[config.mk]
export PLATFORM = sky130hd
export DESIGN_NAME = scan_tap_top
export DESIGN_NICKNAME = d
export VERILOG_FILES = /design/src/rtl/tap_scan_pkg.sv /design/src/rtl/tap_fsm.sv /design/src/rtl/tap_ir.sv /design/src/rtl/tap_bsr.sv /design/src/rtl/scan_tap_top.sv
export SDC_FILE = /design/constraint.sdc
export NUM_CORES = 1
export LEC_CHECK = 0
export BUFFER_PORTS_ARGS = -buffer_cell sky130_fd_sc_hd__buf_2
export CELL_PAD_IN_SITES_DETAIL_PLACEMENT = 0
export CELL_PAD_IN_SITES_GLOBAL_PLACEMENT = 1
export CORE_ASPECT_RATIO = 2
export CORE_UTILIZATION = 37
export CTS_CLUSTER_DIAMETER = 150
export CTS_CLUSTER_SIZE = 40
export DETAILED_ROUTE_END_ITERATION = 8
export PLACE_DENSITY = 0.85
export SETUP_SLACK_MARGIN = 0.05
export SYNTH_ARGS = -nofsm -noshare
export SYNTH_HDL_FRONTEND = slang
export SYNTH_SLANG_ARGS = --single-unit
[constraint.sdc]
create_clock -name tck -period 1.65 [get_ports tck]
set_clock_uncertainty 0.2 [all_clocks]
set_input_delay 0.2475 -clock tck [delete_from_list [all_inputs] [get_ports tck]]
set_output_delay 0.2475 -clock tck [all_outputs]
set_load 0.02 [all_outputs]
[src/rtl/tap_scan_pkg.sv]
// Package: shared controller state encoding for the scan port.
// Assumes: the state values are used only inside this block.
package tap_scan_pkg;

    typedef enum logic [3:0] {
        TS_RESET,
        TS_IDLE,
        TS_SEL_DR,
        TS_CAP_DR,
        TS_SHF_DR,
        TS_EX1_DR,
        TS_PAU_DR,
        TS_EX2_DR,
        TS_UPD_DR,
        TS_SEL_IR,
        TS_CAP_IR,
        TS_SHF_IR,
        TS_EX1_IR,
        TS_PAU_IR,
        TS_EX2_IR,
        TS_UPD_IR
    } tap_state_e;

endpackage

[src/rtl/tap_fsm.sv]
// Module: sixteen-state test controller. Advances on rising tck, steered by tms.
// Assumes: trst_n is synchronous to tck and active low.
module tap_fsm
    import tap_scan_pkg::*;
(
    input  logic       tck,
    input  logic       trst_n,
    input  logic       tms,
    output tap_state_e state
);

    tap_state_e nxt;

    // Purpose: next-state selection from the current state and tms.
    always_comb begin
        case (state)
            TS_RESET:  nxt = tms ? TS_RESET  : TS_IDLE;
            TS_IDLE:   nxt = tms ? TS_SEL_DR : TS_IDLE;
            TS_SEL_DR: nxt = tms ? TS_SEL_IR : TS_CAP_DR;
            TS_CAP_DR: nxt = tms ? TS_EX1_DR : TS_SHF_DR;
            TS_SHF_DR: nxt = tms ? TS_EX1_DR : TS_SHF_DR;
            TS_EX1_DR: nxt = tms ? TS_UPD_DR : TS_PAU_DR;
            TS_PAU_DR: nxt = tms ? TS_EX2_DR : TS_PAU_DR;
            TS_EX2_DR: nxt = tms ? TS_UPD_DR : TS_SHF_DR;
            TS_UPD_DR: nxt = tms ? TS_SEL_DR : TS_IDLE;
            TS_SEL_IR: nxt = tms ? TS_RESET  : TS_CAP_IR;
            TS_CAP_IR: nxt = tms ? TS_EX1_IR : TS_SHF_IR;
            TS_SHF_IR: nxt = tms ? TS_EX1_IR : TS_SHF_IR;
            TS_EX1_IR: nxt = tms ? TS_UPD_IR : TS_PAU_IR;
            TS_PAU_IR: nxt = tms ? TS_EX2_IR : TS_PAU_IR;
            TS_EX2_IR: nxt = tms ? TS_UPD_IR : TS_SHF_IR;
            TS_UPD_IR: nxt = tms ? TS_SEL_DR : TS_IDLE;
            default:   nxt = TS_RESET;
        endcase
    end

    // Purpose: state register with synchronous reset into Test-Logic-Reset.
    always_ff @(posedge tck) begin
        if (!trst_n) state <= TS_RESET;
        else         state <= nxt;
    end

    // Checker support: count consecutive high tms samples, saturating at five.
    logic [2:0] hi_run;
    always_ff @(posedge tck) begin
        if (!trst_n)             hi_run <= 3'd0;
        else if (!tms)           hi_run <= 3'd0;
        else if (hi_run != 3'd5) hi_run <= hi_run + 3'd1;
    end

    // five high tms samples in a row always leave the controller in Test-Logic-Reset
    p_five_high_reset_r2: assert property (@(posedge tck) disable iff (!trst_n)
        (hi_run == 3'd5) |-> (state == TS_RESET));

endmodule

[src/rtl/tap_ir.sv]
// Module: instruction shift stage, instruction in force, and decode.
// Assumes: IR_W >= 2. The instruction is updated on falling tck in Update-IR,
// and is forced to bypass while in Test-Logic-Reset.
module tap_ir
    import tap_scan_pkg::*;
#(
    parameter int              IR_W        = 3,
    parameter logic [IR_W-1:0] SAMPLE_CODE = 3'b010
) (
    input  logic            tck,
    input  logic            trst_n,
    input  logic            tdi,
    input  tap_state_e      state,
    output logic [IR_W-1:0] ir_q,
    output logic            ir_sout,
    output logic            use_bsr
);

    localparam logic [IR_W-1:0] CAP_PAT    = {{(IR_W-1){1'b0}}, 1'b1};
    localparam logic [IR_W-1:0] CODE_BYP   = {IR_W{1'b1}};
    localparam logic [IR_W-1:0] CODE_EXTST = {IR_W{1'b0}};

    logic [IR_W-1:0] ir_sr;

    // Purpose: capture the fixed pattern, or shift towards bit 0.
    always_ff @(posedge tck) begin
        if (!trst_n)                ir_sr <= '0;
        else if (state == TS_CAP_IR) ir_sr <= CAP_PAT;
        else if (state == TS_SHF_IR) ir_sr <= {tdi, ir_sr[IR_W-1:1]};
    end

    // Purpose: instruction in force, loaded on the falling edge.
    always_ff @(negedge tck) begin
        if (!trst_n)                 ir_q <= CODE_BYP;
        else if (state == TS_RESET)  ir_q <= CODE_BYP;
        else if (state == TS_UPD_IR) ir_q <= ir_sr;
    end

    // Purpose: serial output bit and decode of the two boundary modes.
    always_comb begin
        ir_sout = ir_sr[0];
        use_bsr = (ir_q == CODE_EXTST) || (ir_q == SAMPLE_CODE);
    end

    // Capture-IR always leaves 01 in the two low bits
    p_cap_pattern_r4: assert property (@(posedge tck) disable iff (!trst_n)
        (state == TS_CAP_IR) |=> (ir_sr[1:0] == 2'b01));

    // the instruction in force only moves at the falling edge of Update-IR or Test-Logic-Reset
    p_ir_hold_r5: assert property (@(negedge tck) disable iff (!trst_n)
        (state != TS_UPD_IR && state != TS_RESET) |=> $stable(ir_q));

endmodule

[src/rtl/tap_bsr.sv]
// Module: boundary register with capture, shift and a parallel update stage.
// Assumes: pins are stable around the capture edge. Cells PIN_CNT and above
// have no pin and capture CELL_DEFAULT.
module tap_bsr
    import tap_scan_pkg::*;
#(
    parameter int                 BSR_LEN      = 10,
    parameter int                 PIN_CNT      = 7,
    parameter logic [BSR_LEN-1:0] CELL_DEFAULT = '0
) (
    input  logic               tck,
    input  logic               trst_n,
    input  logic               tdi,
    input  tap_state_e         state,
    input  logic               use_bsr,
    input  logic [PIN_CNT-1:0] pin_in,
    output logic               bsr_sout,
    output logic [BSR_LEN-1:0] upd_q
);

    logic [BSR_LEN-1:0] cap_vec;
    logic [BSR_LEN-1:0] sr;

    // Purpose: choose a pin or the fixed default for each cell.
    for (genvar i = 0; i < BSR_LEN; i++) begin : g_cell
        if (i < PIN_CNT) begin : g_pin
            assign cap_vec[i] = pin_in[i];
        end else begin : g_fixed
            assign cap_vec[i] = CELL_DEFAULT[i];
        end
    end

    // Purpose: capture or shift the boundary cells when they are selected.
    always_ff @(posedge tck) begin
        if (!trst_n)                            sr <= '0;
        else if (use_bsr && state == TS_CAP_DR) sr <= cap_vec;
        else if (use_bsr && state == TS_SHF_DR) sr <= {tdi, sr[BSR_LEN-1:1]};
    end

    // Purpose: parallel update stage, loaded on the falling edge of Update-DR.
    always_ff @(negedge tck) begin
        if (!trst_n)                            upd_q <= '0;
        else if (use_bsr && state == TS_UPD_DR) upd_q <= sr;
    end

    assign bsr_sout = sr[0];

    // the update stage is left alone unless a boundary mode is in Update-DR
    p_upd_hold_r9: assert property (@(negedge tck) disable iff (!trst_n)
        !(use_bsr && state == TS_UPD_DR) |=> $stable(upd_q));

endmodule

[src/rtl/scan_tap_top.sv]
// Module: test port top. Holds the controller, instruction, bypass and boundary
// registers, and the serial output stage driven on falling tck.
// Assumes: the functional core takes core_in, which is never gated.
module scan_tap_top
    import tap_scan_pkg::*;
#(
    parameter int                 IR_W         = 3,
    parameter logic [IR_W-1:0]    SAMPLE_CODE  = 3'b010,
    parameter int                 BSR_LEN      = 10,
    parameter int                 PIN_CNT      = 7,
    parameter logic [BSR_LEN-1:0] CELL_DEFAULT = 10'b10_1000_0000
) (
    input  logic               tck,
    input  logic               trst_n,
    input  logic               tms,
    input  logic               tdi,
    input  logic [PIN_CNT-1:0] pin_in,
    output logic               tdo,
    output logic               tdo_oe,
    output logic [IR_W-1:0]    ir_current,
    output logic [BSR_LEN-1:0] bsr_update,
    output logic [PIN_CNT-1:0] core_in
);

    tap_state_e state;
    logic       ir_sout;
    logic       use_bsr;
    logic       bsr_sout;
    logic       byp_q;

    tap_fsm u_fsm (
        .tck    (tck),
        .trst_n (trst_n),
        .tms    (tms),
        .state  (state)
    );

    tap_ir #(.IR_W(IR_W), .SAMPLE_CODE(SAMPLE_CODE)) u_ir (
        .tck     (tck),
        .trst_n  (trst_n),
        .tdi     (tdi),
        .state   (state),
        .ir_q    (ir_current),
        .ir_sout (ir_sout),
        .use_bsr (use_bsr)
    );

    tap_bsr #(.BSR_LEN(BSR_LEN), .PIN_CNT(PIN_CNT), .CELL_DEFAULT(CELL_DEFAULT)) u_bsr (
        .tck      (tck),
        .trst_n   (trst_n),
        .tdi      (tdi),
        .state    (state),
        .use_bsr  (use_bsr),
        .pin_in   (pin_in),
        .bsr_sout (bsr_sout),
        .upd_q    (bsr_update)
    );

    // Purpose: single-bit bypass stage, cleared at capture and shifting otherwise.
    always_ff @(posedge tck) begin
        if (!trst_n)                             byp_q <= 1'b0;
        else if (!use_bsr && state == TS_CAP_DR) byp_q <= 1'b0;
        else if (!use_bsr && state == TS_SHF_DR) byp_q <= tdi;
    end

    // Purpose: serial output and its enable, updated on the falling edge.
    always_ff @(negedge tck) begin
        if (!trst_n) begin
            tdo    <= 1'b0;
            tdo_oe <= 1'b0;
        end else begin
            case (state)
                TS_SHF_IR: begin
                    tdo    <= ir_sout;
                    tdo_oe <= 1'b1;
                end
                TS_SHF_DR: begin
                    tdo    <= use_bsr ? bsr_sout : byp_q;
                    tdo_oe <= 1'b1;
                end
                default: begin
                    tdo    <= 1'b0;
                    tdo_oe <= 1'b0;
                end
            endcase
        end
    end

    // Purpose: the core always sees live pin levels, whatever the instruction.
    assign core_in = pin_in;

    // the output enable is only seen while a shift state is in force
    p_oe_shift_only_r3: assert property (@(posedge tck) disable iff (!trst_n)
        tdo_oe |-> (state == TS_SHF_IR || state == TS_SHF_DR));

    // bypass capture clears the bypass stage
    p_byp_capture_r7: assert property (@(posedge tck) disable iff (!trst_n)
        (!use_bsr && state == TS_CAP_DR) |=> (byp_q == 1'b0));

endmodule

==> results.txt, run 1 <==
- The flow ran to the end, but the final reports show violations.
* Violated checks: setup timing
- The worst hold path passes through 3 cells.
* Die Outline Area: between 5000 and 6000 um^2
- In the post-route analysis, the smallest setup slack over all paths is -632.6 ps.
* Standard cell core area: 4686 um^2
- When the netlist entered floorplanning its net count stood at 220.
- Fin Hold WS: 37.62 ps
* Leading area contributor after synthesis: dfxtp_1
- The critical path goes through or4b_4, buf_6, o21ai_2, a21oi_1.
- The initial antenna violation count is 0.
- Slew headroom: a little over 80%
* Post-synth cell types: 46
* Path type of the worst setup path: reg -> reg
- After clock tree synthesis, the clock-pin slew on the worst setup and hold paths is 80 ps.
* Cell type of the slowest stage on the worst timing path: or4b_4
- VDD sags by at most 0.5315 mV.
- Net switching is 28.04% of the power.
* Synthesized instance count: 209
* Vertical extent of the die: just over 100 um
* Pin count of the biggest net entering global routing: 15
- The number of global-route vias before repair is roughly 1.9k.
- Share of total power in the clock network: 48.8%
* Worst reg2reg startpoint: u_fsm.state[2]$_SDFF_PN0_
- Once placement finished, the instance area stood at 2316 um^2.
- The HPWL after detailed placement is 3458 um.
- Synth top area share: 36.19%
- At the pin with the least slew margin, the transition time is between 200 and 300 ps.
- Counting the buffers created by CTS gives 5.
* Count of state elements after synthesis: 33
- Setup repair after global routing could not meet its margin everywhere.
* Clock tree from TritonCTS: done
- For this design the top-level I/O count stands at 33.
* Sequential cell fraction of total power: approximately two fifths
* Cells on worst reg2reg path: 4
* Number of enable flip-flop cells after synthesis: 0
- Hold Vio Cnt, Final: 0
* Finished layout cell area: 2997 um^2
- Counting instances in the post-synthesis netlist gives the leading cell types as dfxtp_1 (33), nand2_1 (17), a21oi_1 (16), nor3b_1 (15), nand3_1 (14).
- Setup violations remaining at the end of the flow were counted as 42.
* Crit path launch: u_fsm.state[2]$_SDFF_PN0_
- The worst setup path is launched from a flip-flop.
- CTS placed an instance of clkbuf_8 at the clock tree root.
- The number of max-slew violations in the final report came to 0.
- The analysis attributes to cell leakage a power of about 1.2 nW.
- Compared with the post-synthesis result, the final layout area differs by 64.15%.
- Initial DRC count: 31
- Together, buffers and inverters on the worst path number 1.
- Clock network latency to the later pin of the worst-skew pair: 360 ps
* Initial cell density of the core: 38.96%
- Start point of the worst hold path: tdi
- Per report_power, the combinational group accounts for 11.3% of the total.
- Clock tree synthesis found a total of 33 sinks.
* Fraction of the yosys area taken by sequential cells: around 36%
* Met1 GRT Util: about a fifth
- Summing every instance area after synthesis gives 1826 um^2.
- 0 antenna diodes ended up in the layout.
- No sink is reached through more buffers than the 2 on the longest clock path.
- In this design, the stage delay of the slowest critical-path cell is ~550 ps.
- Routability-driven placement finished with a final weighted congestion of 0.7731.
- Max cap viols: 0
- The Yosys step of the flow raised 0 warnings.
* Number of hold buffers added after cts: 0
- The final layout contains routed wiring with a total length of about 5200 um.
* Main synth FF type: dfxtp_1
* Worst R2R End: u_bsr.upd_q[9]$_SDFFE_NN0P_
- In this run the mean area of a mapped cell was 8.734 um^2.
* Routing layer with the top usage in global route: met2
- For the worst setup path, the data arrival time is 1480 ps.
- For this design the total switching power over the nets is roughly 0.55 mW.
- Top delay family on crit path: simple AND/OR/NAND/NOR gates
* Int Power: 1.419 mW
* Routed vias/inst: 5.314
- In this run the register-to-register setup slack is -630 ps.
- For this run, asynchronously set or reset flops after synthesis account for 0%.
- Ranked by total cell area, the synthesized netlist is headed by dfxtp_1 (36%), nor3b_1 (6.2%), o21ai_2 (4.8%), a21oi_1 (4.4%), nand3_1 (3.8%).
- The H-tree generated during clock tree synthesis spans 2 levels.
* Via Count: about 1.9k
- Cell Pwr Density: around 660 nW/um^2
- For the worst setup path, the data required time is 850 ps.
- Dividing the detail-routed wire length by the instance count gives 14.70 um.
* Met2 GRT Util: 39.96%
- Row generation in the floorplan step produced 35 rows.
* Number of port buffers: 32
- Worst Hold Endpoint: u_ir.ir_sr[2]$_SDFFE_PP0N_
- Global route overflow: 0
* Most frequently used cell type in the post-synthesis netlist: dfxtp_1
- Aggregate global-route resource usage: a little over a fifth
* Antenna-violating nets left: 0
- Before antenna repair, the detailed router went through 4 iterations.
* Critical path peak fanout: 5
- Type of element capturing the critical path: flip-flop
- Die X: 51.67 um
- Fin nets: slightly above 300
* Fraction of layout instances using a drive strength above 1: between 50% and 60%
* Worst min path class: in -> reg
* Grt met3 use: 2.853%
- The first global-routing pass estimated 8238 um of wire.
* Residual DRC: 0
- Cells fill 63.95% of the core in the end.
[routing by layer]
metal	share of wire (%)	vias to the layer above
met5	0	-
li1	-	935
met4	3.4	0
met1	36	889
met2	59	39
met3	2.2	13
[worst max path at each step]
| stage | to | depth (start not counted) |
|---|---|---|
| 5_1_grt | u_bsr.upd_q[0]$_SDFFE_NN0P_ | 4 |
| 6_report | u_bsr.upd_q[9]$_SDFFE_NN0P_ | 4 |
| 3_5_place_dp | u_bsr.upd_q[3]$_SDFFE_NN0P_ | 4 |
| 2_1_floorplan | u_bsr.upd_q[0]$_SDFFE_NN0P_ | 5 |
| 3_3_place_gp | u_bsr.upd_q[9]$_SDFFE_NN0P_ | 4 |
| 4_1_cts | u_bsr.upd_q[4]$_SDFFE_NN0P_ | 4 |
[cell type report]
type,count,area (um^2)
clock buffer,7,118.9
clock inverter,16,65.06
fill,364,1689
inverter,4,15.01
multi-input combinational,142,1162
sequential,33,719.4
tap,55,68.82
timing repair buffer,96,847.1
[state kept, by name, summed over array words and instances, names as in the netlist]
| signal | cells |
|---|---|
| u_bsr.sr | 10 |
| u_ir.ir_sr | 3 |
| u_fsm.state | 4 |
| u_ir.ir_q | 3 |
| u_bsr.upd_q | 10 |
| byp_q | 1 |
| tdo_oe | 1 |
| tdo | 1 |
[timing repair]
| action | 4_1_cts | 5_1_grt |
|---|---|---|
| cloned | 3 | 0 |
| pin swaps | 15 | 9 |
| endpoints found under the hold margin | 0 | 0 |
| buffers inserted | 12 | 5 |
| setup endpoints to repair | 42 | 43 |
| resized for setup | 62 | 20 |
[logic make-up after synthesis]
kind of cell,after synthesis,synth area share [%]
flops,33,36.19
compound gates,68,26.73
simple gates,70,24.20
mux,4,2.193
buf+inv,34,10.69
[metrics by stage]
stage	TNS, ps	worst slack [ps]	std cells	total power, mW
floorplan	-15890	-743.3	209	0.9928
global placement	-17040	-657.6	313	1.050
detailed placement	-17350	-678.0	313	1.052
CTS	-21650	-630.9	350	1.973
global route	-23200	-683.2	353	2.067
finish	-21500	-632.6	353	1.972
[power by group through the flow]
stage | registers (mW) | clock network, mW | logic, mW
after CTS | 0.788 | 0.967 | 0.219
after detailed placement | 0.802 | 0.0586 | 0.192
final | 0.788 | 0.962 | 0.223
after floorplan | 0.806 | 0.0586 | 0.129
after global routing | 0.787 | 1.04 | 0.241
after global placement | 0.801 | 0.0586 | 0.190
[layout by cell type (no fill, tap or decap), types with 3 or more instances in the layout]
cell	synthesis	final
mux2i_1	4	4
o22ai_2	0	4
a22oi_2	0	3
dfxtp_1	33	16
o21ai_2	10	10
buf_6	3	23
nor2_1	6	4
buf_4	9	49
buf_2	9	17
o21a_1	4	4
nand3_1	14	13
a21oi_1	16	15
nor3b_2	0	9
o21ai_1	3	3
buf_12	0	6
inv_1	5	19
nand2_1	17	17
o22ai_1	7	3
a22oi_1	7	4
nor3b_4	0	4
clkbuf_8	0	5
dfxtp_4	0	15
[worst min-delay path, cell delays in order]
cell,delay [ps]
buf_2,120
nand3_1,60
a21oi_1,60
Power figures use the tool's default switching activity.
==> inputs of run 2 (changes only) <==
--- a/config.mk
+++ b/config.mk
@@ -13,7 +13,7 @@
 export CTS_CLUSTER_DIAMETER = 150
 export CTS_CLUSTER_SIZE = 40
 export DETAILED_ROUTE_END_ITERATION = 8
-export PLACE_DENSITY = 0.85
+export PLACE_DENSITY_LB_ADDON = 0.1
 export SETUP_SLACK_MARGIN = 0.05
 export SYNTH_ARGS = -nofsm -noshare
 export SYNTH_HDL_FRONTEND = slang
==> run 2 against run 1 <==
The flow still finishes with violations (setup timing). Hold slack better by 11 ps. Cell count shrank 2.3%. Sequential power about the same. Setup slack lost 22 ps. Critical path type unchanged. Critical path depth unchanged. Utilization is 2.9 points lower. Count of clock-buffer cells in the layout fell by 1. First-iteration DRC count grew 52%. Sequential cell count unchanged. Combinational power down 6%. Largest power group unchanged. Non-clock buffer count fell by 8. Via count rose by 1.8%.
==> results.txt, run 2 (synthesis results as in run 1) <==
- Finished layout cell area: 2861 um^2
* Fraction of layout instances using a drive strength above 1: 51.03%
- Least-Margin Pin Slew: slightly above 300 ps
* Status: finished with violations
- The number of cells on the worst reg-to-reg path is 4.
- Setup repair after global routing missed its margin: yes
- The worst hold path belongs to the class in -> reg.
* Dpl cell area: 2308 um^2
* Worst Path Arrival: 1500 ps
* Routed wire length: 5579 um
* Pins over their slew limit: 0
- At the end of the flow, the number of nets in the layout was 300.
- Critical path peak fanout: 5
- Residual DRC: 0
- Type of element capturing the critical path: flip-flop
- I/O pins: 33
* Setup TNS: -22,290 ps
- For this run, the total global-route usage over all layers was measured as 22.58%.
* Fin Hold WS: 49.03 ps
* Maximum ir drop on the vdd rail: 0.5596 mV
- Weighted congestion reported at the end of routability-driven placement: 0.7500
* Slack of the worst reg-to-reg path: -650 ps
* Clock network latency to the later pin of the worst-skew pair: 340 ps
* Largest regs: u_bsr.sr: 10 flops, u_bsr.upd_q: 10 flops, u_fsm.state: 4 flops
* Worst Hold Endpoint: u_ir.ir_sr[2]$_SDFFE_PP0N_
- The cell sitting at the root of the clock tree is a clkbuf_8.
* FP Rows: 35
- In this run the horizontal extent of the chip is 51.67 um.
- Setup violations remaining at the end of the flow were counted as 42.
- Switching power: 0.5128 mW
- Leading cell type in the layout, fill and taps excluded: buf_4
- Clock tree from TritonCTS: done
- The number of antenna diodes in the final layout is 0.
- Routed vias/inst: 5.533
* Depth of the CTS H-tree: 2
* Worst R2R End: u_bsr.upd_q[8]$_SDFFE_NN0P_
- For this run the aggregate overflow at the end of global routing stands at 0.
* CTS sink count: 33
- Initial DRC count: 47
* First-pass GRT wire length: 8638 um
- Compared with the post-synthesis result, the final layout area differs by 56.75%.
- The die is 101.3 um tall.
- Placed wire-length estimate: 3867 um
- In this run the power density over the cells is 670.5 nW/um^2.
- Start point of the worst hold path: tdi
- Setup slack after layout: -654.4 ps
* Static Leak: 1.140 nW
* Int Power: 1.406 mW
* CP Launch Type: flip-flop
* Maximum buffer depth of the clock tree: 2
- At the worst endpoint, the required time is 850 ps.
* WL per Instance: about 16 um
- Number of antenna violations at the first check in global routing: 0
- Hold-critical path depth: 3
- Count of fill cells added during filler insertion: 398
- Clock-pin slew on the worst setup and hold paths: about 70 ps
- Path type of the worst setup path: reg -> reg
* Initial cell density of the core: 38.96%
- Number of port buffers: 32
* Violated checks: setup timing
- Pin count of the biggest net entering global routing: 22
* Leading cell types in the layout, fill and taps excluded: buf_4 (39), buf_6 (25), inv_1 (19)
- Power share of the combinational group: 10.9%
- The final route contains about 1.9k vias.
* Max cap viols: 0
- Registers are responsible for around 40% of the overall power.
* Antenna-violating nets left: 0
- The floorplan step defined a die boundary enclosing 5235 um^2.
- The worst register-to-register path begins at u_fsm.state[2]$_SDFF_PN0_.
* Share of total power in the clock network: between 40% and 50%
- The first detailed-routing pass took 4 iterations.
- Number of hold buffers added after cts: 0
* Number of buffers inserted during clock tree synthesis: 5
* Switching portion of total power: 26.73%
- The number of global-route vias before repair was around 1.8k.
- Hold Vio Cnt, Final: 0
* Placement-stage worst setup slack: -697.7 ps
- In this run the tightest slew margin relative to its limit is 79.19%.
- The core region is 4686 um^2.
[run 2: cell types whose count changed in the layout (fill, tap and decap cells not counted), sizes merged]
cell | previous run | this run
buf | 96 | 86
clkinv | 0 | 1
bufbuf | 0 | 1
bufinv | 0 | 1
inv | 20 | 19
[run 2: routing by layer]
| layer | share of wire [%] | up-vias | GRT usage (%) | wire length (um) |
|---|---|---|---|---|
| met5 | 0 | - | 0 | 0 |
| met4 | 2.9 | 0 | 9.356 | 161 |
| met3 | 3.5 | 14 | 3.604 | 198 |
| met2 | 58 | 73 | 44.36 | 3234 |
| met1 | 36 | 907 | 21.99 | 1985 |
| li1 | - | 915 | - | - |
[run 2: through the flow]
step	power (mW)	utilization, %	std cells
final	1.919	61.07	345
after global routing	2.041	61.07	345
after detailed placement	1.048	49.27	312
after global placement	1.041	49.27	312
after floorplan	0.9928	-	209
after CTS	1.925	58.00	341
[run 2: power by group through the flow]
| stage | Sequential [mW] | Clock, mW | Combinational (mW) |
|---|---|---|---|
| floorplan | 0.806 | 0.0586 | 0.129 |
| global placement | 0.800 | 0.0586 | 0.183 |
| detailed placement | 0.801 | 0.0586 | 0.189 |
| CTS | 0.787 | 0.934 | 0.204 |
| global route | 0.786 | 1.03 | 0.225 |
| finish | 0.788 | 0.922 | 0.209 |
[run 2: how the worst max path moves through the flow]
stage	startpoint	end	slack, ps	cells after the start
2_1_floorplan	u_fsm.state[0]$_SDFF_PN0_	u_bsr.upd_q[0]$_SDFFE_NN0P_	-740	5
3_3_place_gp	u_fsm.state[2]$_SDFF_PN0_	u_bsr.upd_q[9]$_SDFFE_NN0P_	-660	4
3_5_place_dp	u_fsm.state[2]$_SDFF_PN0_	u_bsr.upd_q[2]$_SDFFE_NN0P_	-700	4
4_1_cts	u_fsm.state[2]$_SDFF_PN0_	u_bsr.upd_q[1]$_SDFFE_NN0P_	-640	4
5_1_grt	u_fsm.state[2]$_SDFF_PN0_	u_bsr.upd_q[7]$_SDFFE_NN0P_	-710	4
6_report	u_fsm.state[2]$_SDFF_PN0_	u_bsr.upd_q[8]$_SDFFE_NN0P_	-650	4
[run 2: final cells by class]
type                    count  area, um^2  share of cell area, %
flip-flops and latches     33       718.2                  25.10
clock buffers               6       82.58                  2.886
clock inverters            17       90.09                  3.148
repair buffers             88       802.0                  28.03
inverters                   4       15.01                 0.5247
multi-input cells         142        1085                  37.91
well taps                  55       68.82                  2.405
[run 2: worst max-delay path, cell delays in order (launching register included)]
cell and delay [ps]:
dfxtp_1 310, or4b_4 550, buf_6 160, o21ai_2 110, a21oi_1 80
[run 2: repair_timing]
action	4_1_cts	5_1_grt
gates resized for setup	49	19
hold endpoints to repair	0	0
cloned	2	1
endpoints found under the setup margin	42	44
pin swaps	5	7
buffers inserted	5	3
==> inputs of run 3 (changes only) <==
--- a/config.mk
+++ b/config.mk
@@ -5,15 +5,12 @@
 export SDC_FILE = /design/constraint.sdc
 export NUM_CORES = 1
 export LEC_CHECK = 0
-export BUFFER_PORTS_ARGS = -buffer_cell sky130_fd_sc_hd__buf_2
-export CELL_PAD_IN_SITES_DETAIL_PLACEMENT = 0
-export CELL_PAD_IN_SITES_GLOBAL_PLACEMENT = 1
 export CORE_ASPECT_RATIO = 2
-export CORE_UTILIZATION = 37
+export CORE_UTILIZATION = 40
 export CTS_CLUSTER_DIAMETER = 150
 export CTS_CLUSTER_SIZE = 40
 export DETAILED_ROUTE_END_ITERATION = 8
-export PLACE_DENSITY_LB_ADDON = 0.1
+export DONT_BUFFER_PORTS = 1
 export SETUP_SLACK_MARGIN = 0.05
 export SYNTH_ARGS = -nofsm -noshare
 export SYNTH_HDL_FRONTEND = slang
==> run 3 against run 2 <==
The run ends with hold timing, setup timing left. Largest cell class unchanged. Largest power group is now registers. Sequential share of layout area up 1.0 points. Clock power down 16%. Sequential cell count unchanged. First-iteration DRC count up 6.4%. Sequential power about the same.
==> results.txt, run 3 (synthesis results as in run 1) <==
* Status: finished with violations
* Violated checks: hold timing, setup timing
- Crit-path max cell delay: 550 ps
- The sequential cells in the finished layout cover a total of 720.7 um^2.
* Weighted congestion reported at the end of routability-driven placement: 0.7717
- Initial cell density of the core: 41.66%
* Critical path peak fanout: 5
* Worst Path Arrival: around 1500 ps
* FP Rows: 34
- Together, buffers and inverters on the worst path number 1.
- In this run the horizontal extent of the chip is 49.77 um.
- Standard cell core area: 4382 um^2
- After detailed routing, the total wire length is 5480 um.
- Leaving out fill and tap cells, the most frequent cells in the layout are buf_4 (34), inv_1 (19), nand2_1 (17).
- The post-route netlist has 49.24% of its cells at a drive strength greater than 1.
- Clock-pin slew was measured on the worst setup and hold paths at 80 ps.
- Die Outline Area: approximately 4900 um^2
* Depth of the CTS H-tree: 2
- Hold Vio Cnt, Final: 1
* Pin count of the biggest net entering global routing: 16
- For this design, the slowest cell found on the critical path is or4b_4.
- Aggregate global-route resource usage: 22.99%
- Req. time, crit path: roughly 850 ps
- Excluding fillers, the count of instances in the completed layout stands at 316.
- Clock tree from TritonCTS: done
- First-pass GRT wire length: between 8000 and 9000 um
* Routed vias/inst: 5.687
- In this run the clock root is driven by a clkbuf_8.
- 0 antenna diodes ended up in the layout.
- Leading cell type in the layout, fill and taps excluded: buf_4
- Placed wire-length estimate: 3377 um
- Fin Hold WS: -2.747 ps
* Least-Margin Pin Slew: approximately 470 ps
- Clock network latency to the later pin of the worst-skew pair: 340 ps
- VDD sags by at most slightly below 0.7 mV.
- Maximum buffer depth of the clock tree: 2
* Setup violation total in the final timing report: 42
- Input and output buffers added on the ports amount to 0.
- In the final layout, the multi-input gates occupy 1171 um^2.
* Top delay family on crit path: simple AND/OR/NAND/NOR gates
* Count of fill cells added during filler insertion: 347
- Vertical extent of the die: 97.54 um
- The largest registers in the layout are u_bsr.sr: 10 flops, u_bsr.upd_q: 10 flops, u_fsm.state: 4 flops.
- Setup repair after global routing missed its margin: yes
- Type of element capturing the critical path: flip-flop
- The number of max-slew violations in the final report came to 0.
* Residual DRC: 0
- Max-cap violations in this run came to 0.
* Setup TNS: -20,380 ps
- Number of antenna violations at the first check in global routing: 0
- Placement-stage worst setup slack: -705.6 ps
- STA classifies the critical path startpoint as a flip-flop.
- Number of global-route vias before repair: 1,789
* Layout area overhead: 51.06%
- The critical path in this run is classified as reg -> reg.
- Global route overflow: 0
* Initial DRC count: 50
- I/O pins: 33
* Cell chain of the critical path: or4b_4, buf_6, o21ai_2, a21oi_1
- For this run, the post-layout net count is 272.
- Static Leak: 1.132 nW
- Worst min path class: in -> reg
- Number of buffers inserted during clock tree synthesis: 5
- Measured against its own limit, the worst slew margin works out to 68.47%.
- The detail route stage leaves a number of antenna-violating nets equal to 0.
* Via Count: 1,797
- CTS sink count: 33
- Placed cells: 269
* Cell Pwr Density: 652.7 nW/um^2
* WL per Instance: 17.34 um
- After layout, the worst setup slack is -658.8 ps.
- Detailed-router iteration count before antenna repair: 6
==> run 3: cell count changes in the layout (fill, tap and decap cells not counted), sizes merged <==
cell and change:
clkbuf -1, clkinv -1, buf -32, bufbuf +1, bufinv -1, dlygate4sd3 +3
inv +3
==> run 3: worst paths after layout <==
kind / startpoint / depth (start not counted) / to / slack (ps)
setup reg to reg: u_fsm.state[0]$_SDFF_PN0_ / 4 / u_bsr.upd_q[4]$_SDFFE_NN0P_ / -660
hold / removal: tms / 2 / u_fsm.state[2]$_SDFF_PN0_ / -3
hold reg to reg: u_ir.ir_sr[1]$_SDFFE_PP0N_ / 2 / u_ir.ir_sr[1]$_SDFFE_PP0N_ / 270
setup / recovery: u_fsm.state[0]$_SDFF_PN0_ / 4 / u_bsr.upd_q[4]$_SDFFE_NN0P_ / -660
==> run 3: metal layers <==
layer | share of wire (%) | global-route usage, %
met3 | 3.7 | 4.695
met2 | 57 | 42.20
met4 | 4.5 | 12.75
met1 | 34 | 22.79
met5 | 0 | 0
==> run 3: stage by stage <==
step	util (%)	cell area, um^2	power, mW
finish	62.94	2758	1.800
global route	62.94	2758	1.893
CTS	57.82	2534	1.763
detailed placement	47.29	2072	0.9986
global placement	47.29	2072	0.9928
floorplan	-	1933	0.9928
==> run 3: final cells by class <==
type,count,area share [%]
Multi-Input combinational cell,142,42.47
Timing Repair Buffer,60,23.00
Inverter,4,0.5445
Tap cell,54,2.450
Clock inverter,18,2.904
Sequential cell,33,26.13
Clock buffer,5,2.495
==> run 3: worst reg2reg max path, stage by stage, from the launching register on <==
cell and delay [ps]:
dfxtp_2 330, or4b_4 550, buf_6 160, o21ai_2 120, a21oi_1 70
==> run 3: timing repair <==
| item | 4_1_cts | 5_1_grt |
|---|---|---|
| setup endpoints to repair | 42 | 45 |
| hold endpoints to repair | 15 | 0 |
| buffers inserted | 12 | 6 |
| gates resized for setup | 32 | 31 |
| hold buffers | 3 | 0 |
| cloned | 4 | 1 |
| pin swaps | 15 | 9 |
==> run 3: report_power, final <==
| group | total (mW) | switching, mW | internal, mW | leakage [nW] |
|---|---|---|---|---|
| combinational | 0.233 | 0.114 | 0.118 | 0.724 |
| sequential | 0.789 | 0.00537 | 0.783 | 0.277 |
| clock | 0.779 | 0.422 | 0.356 | 0.131 |
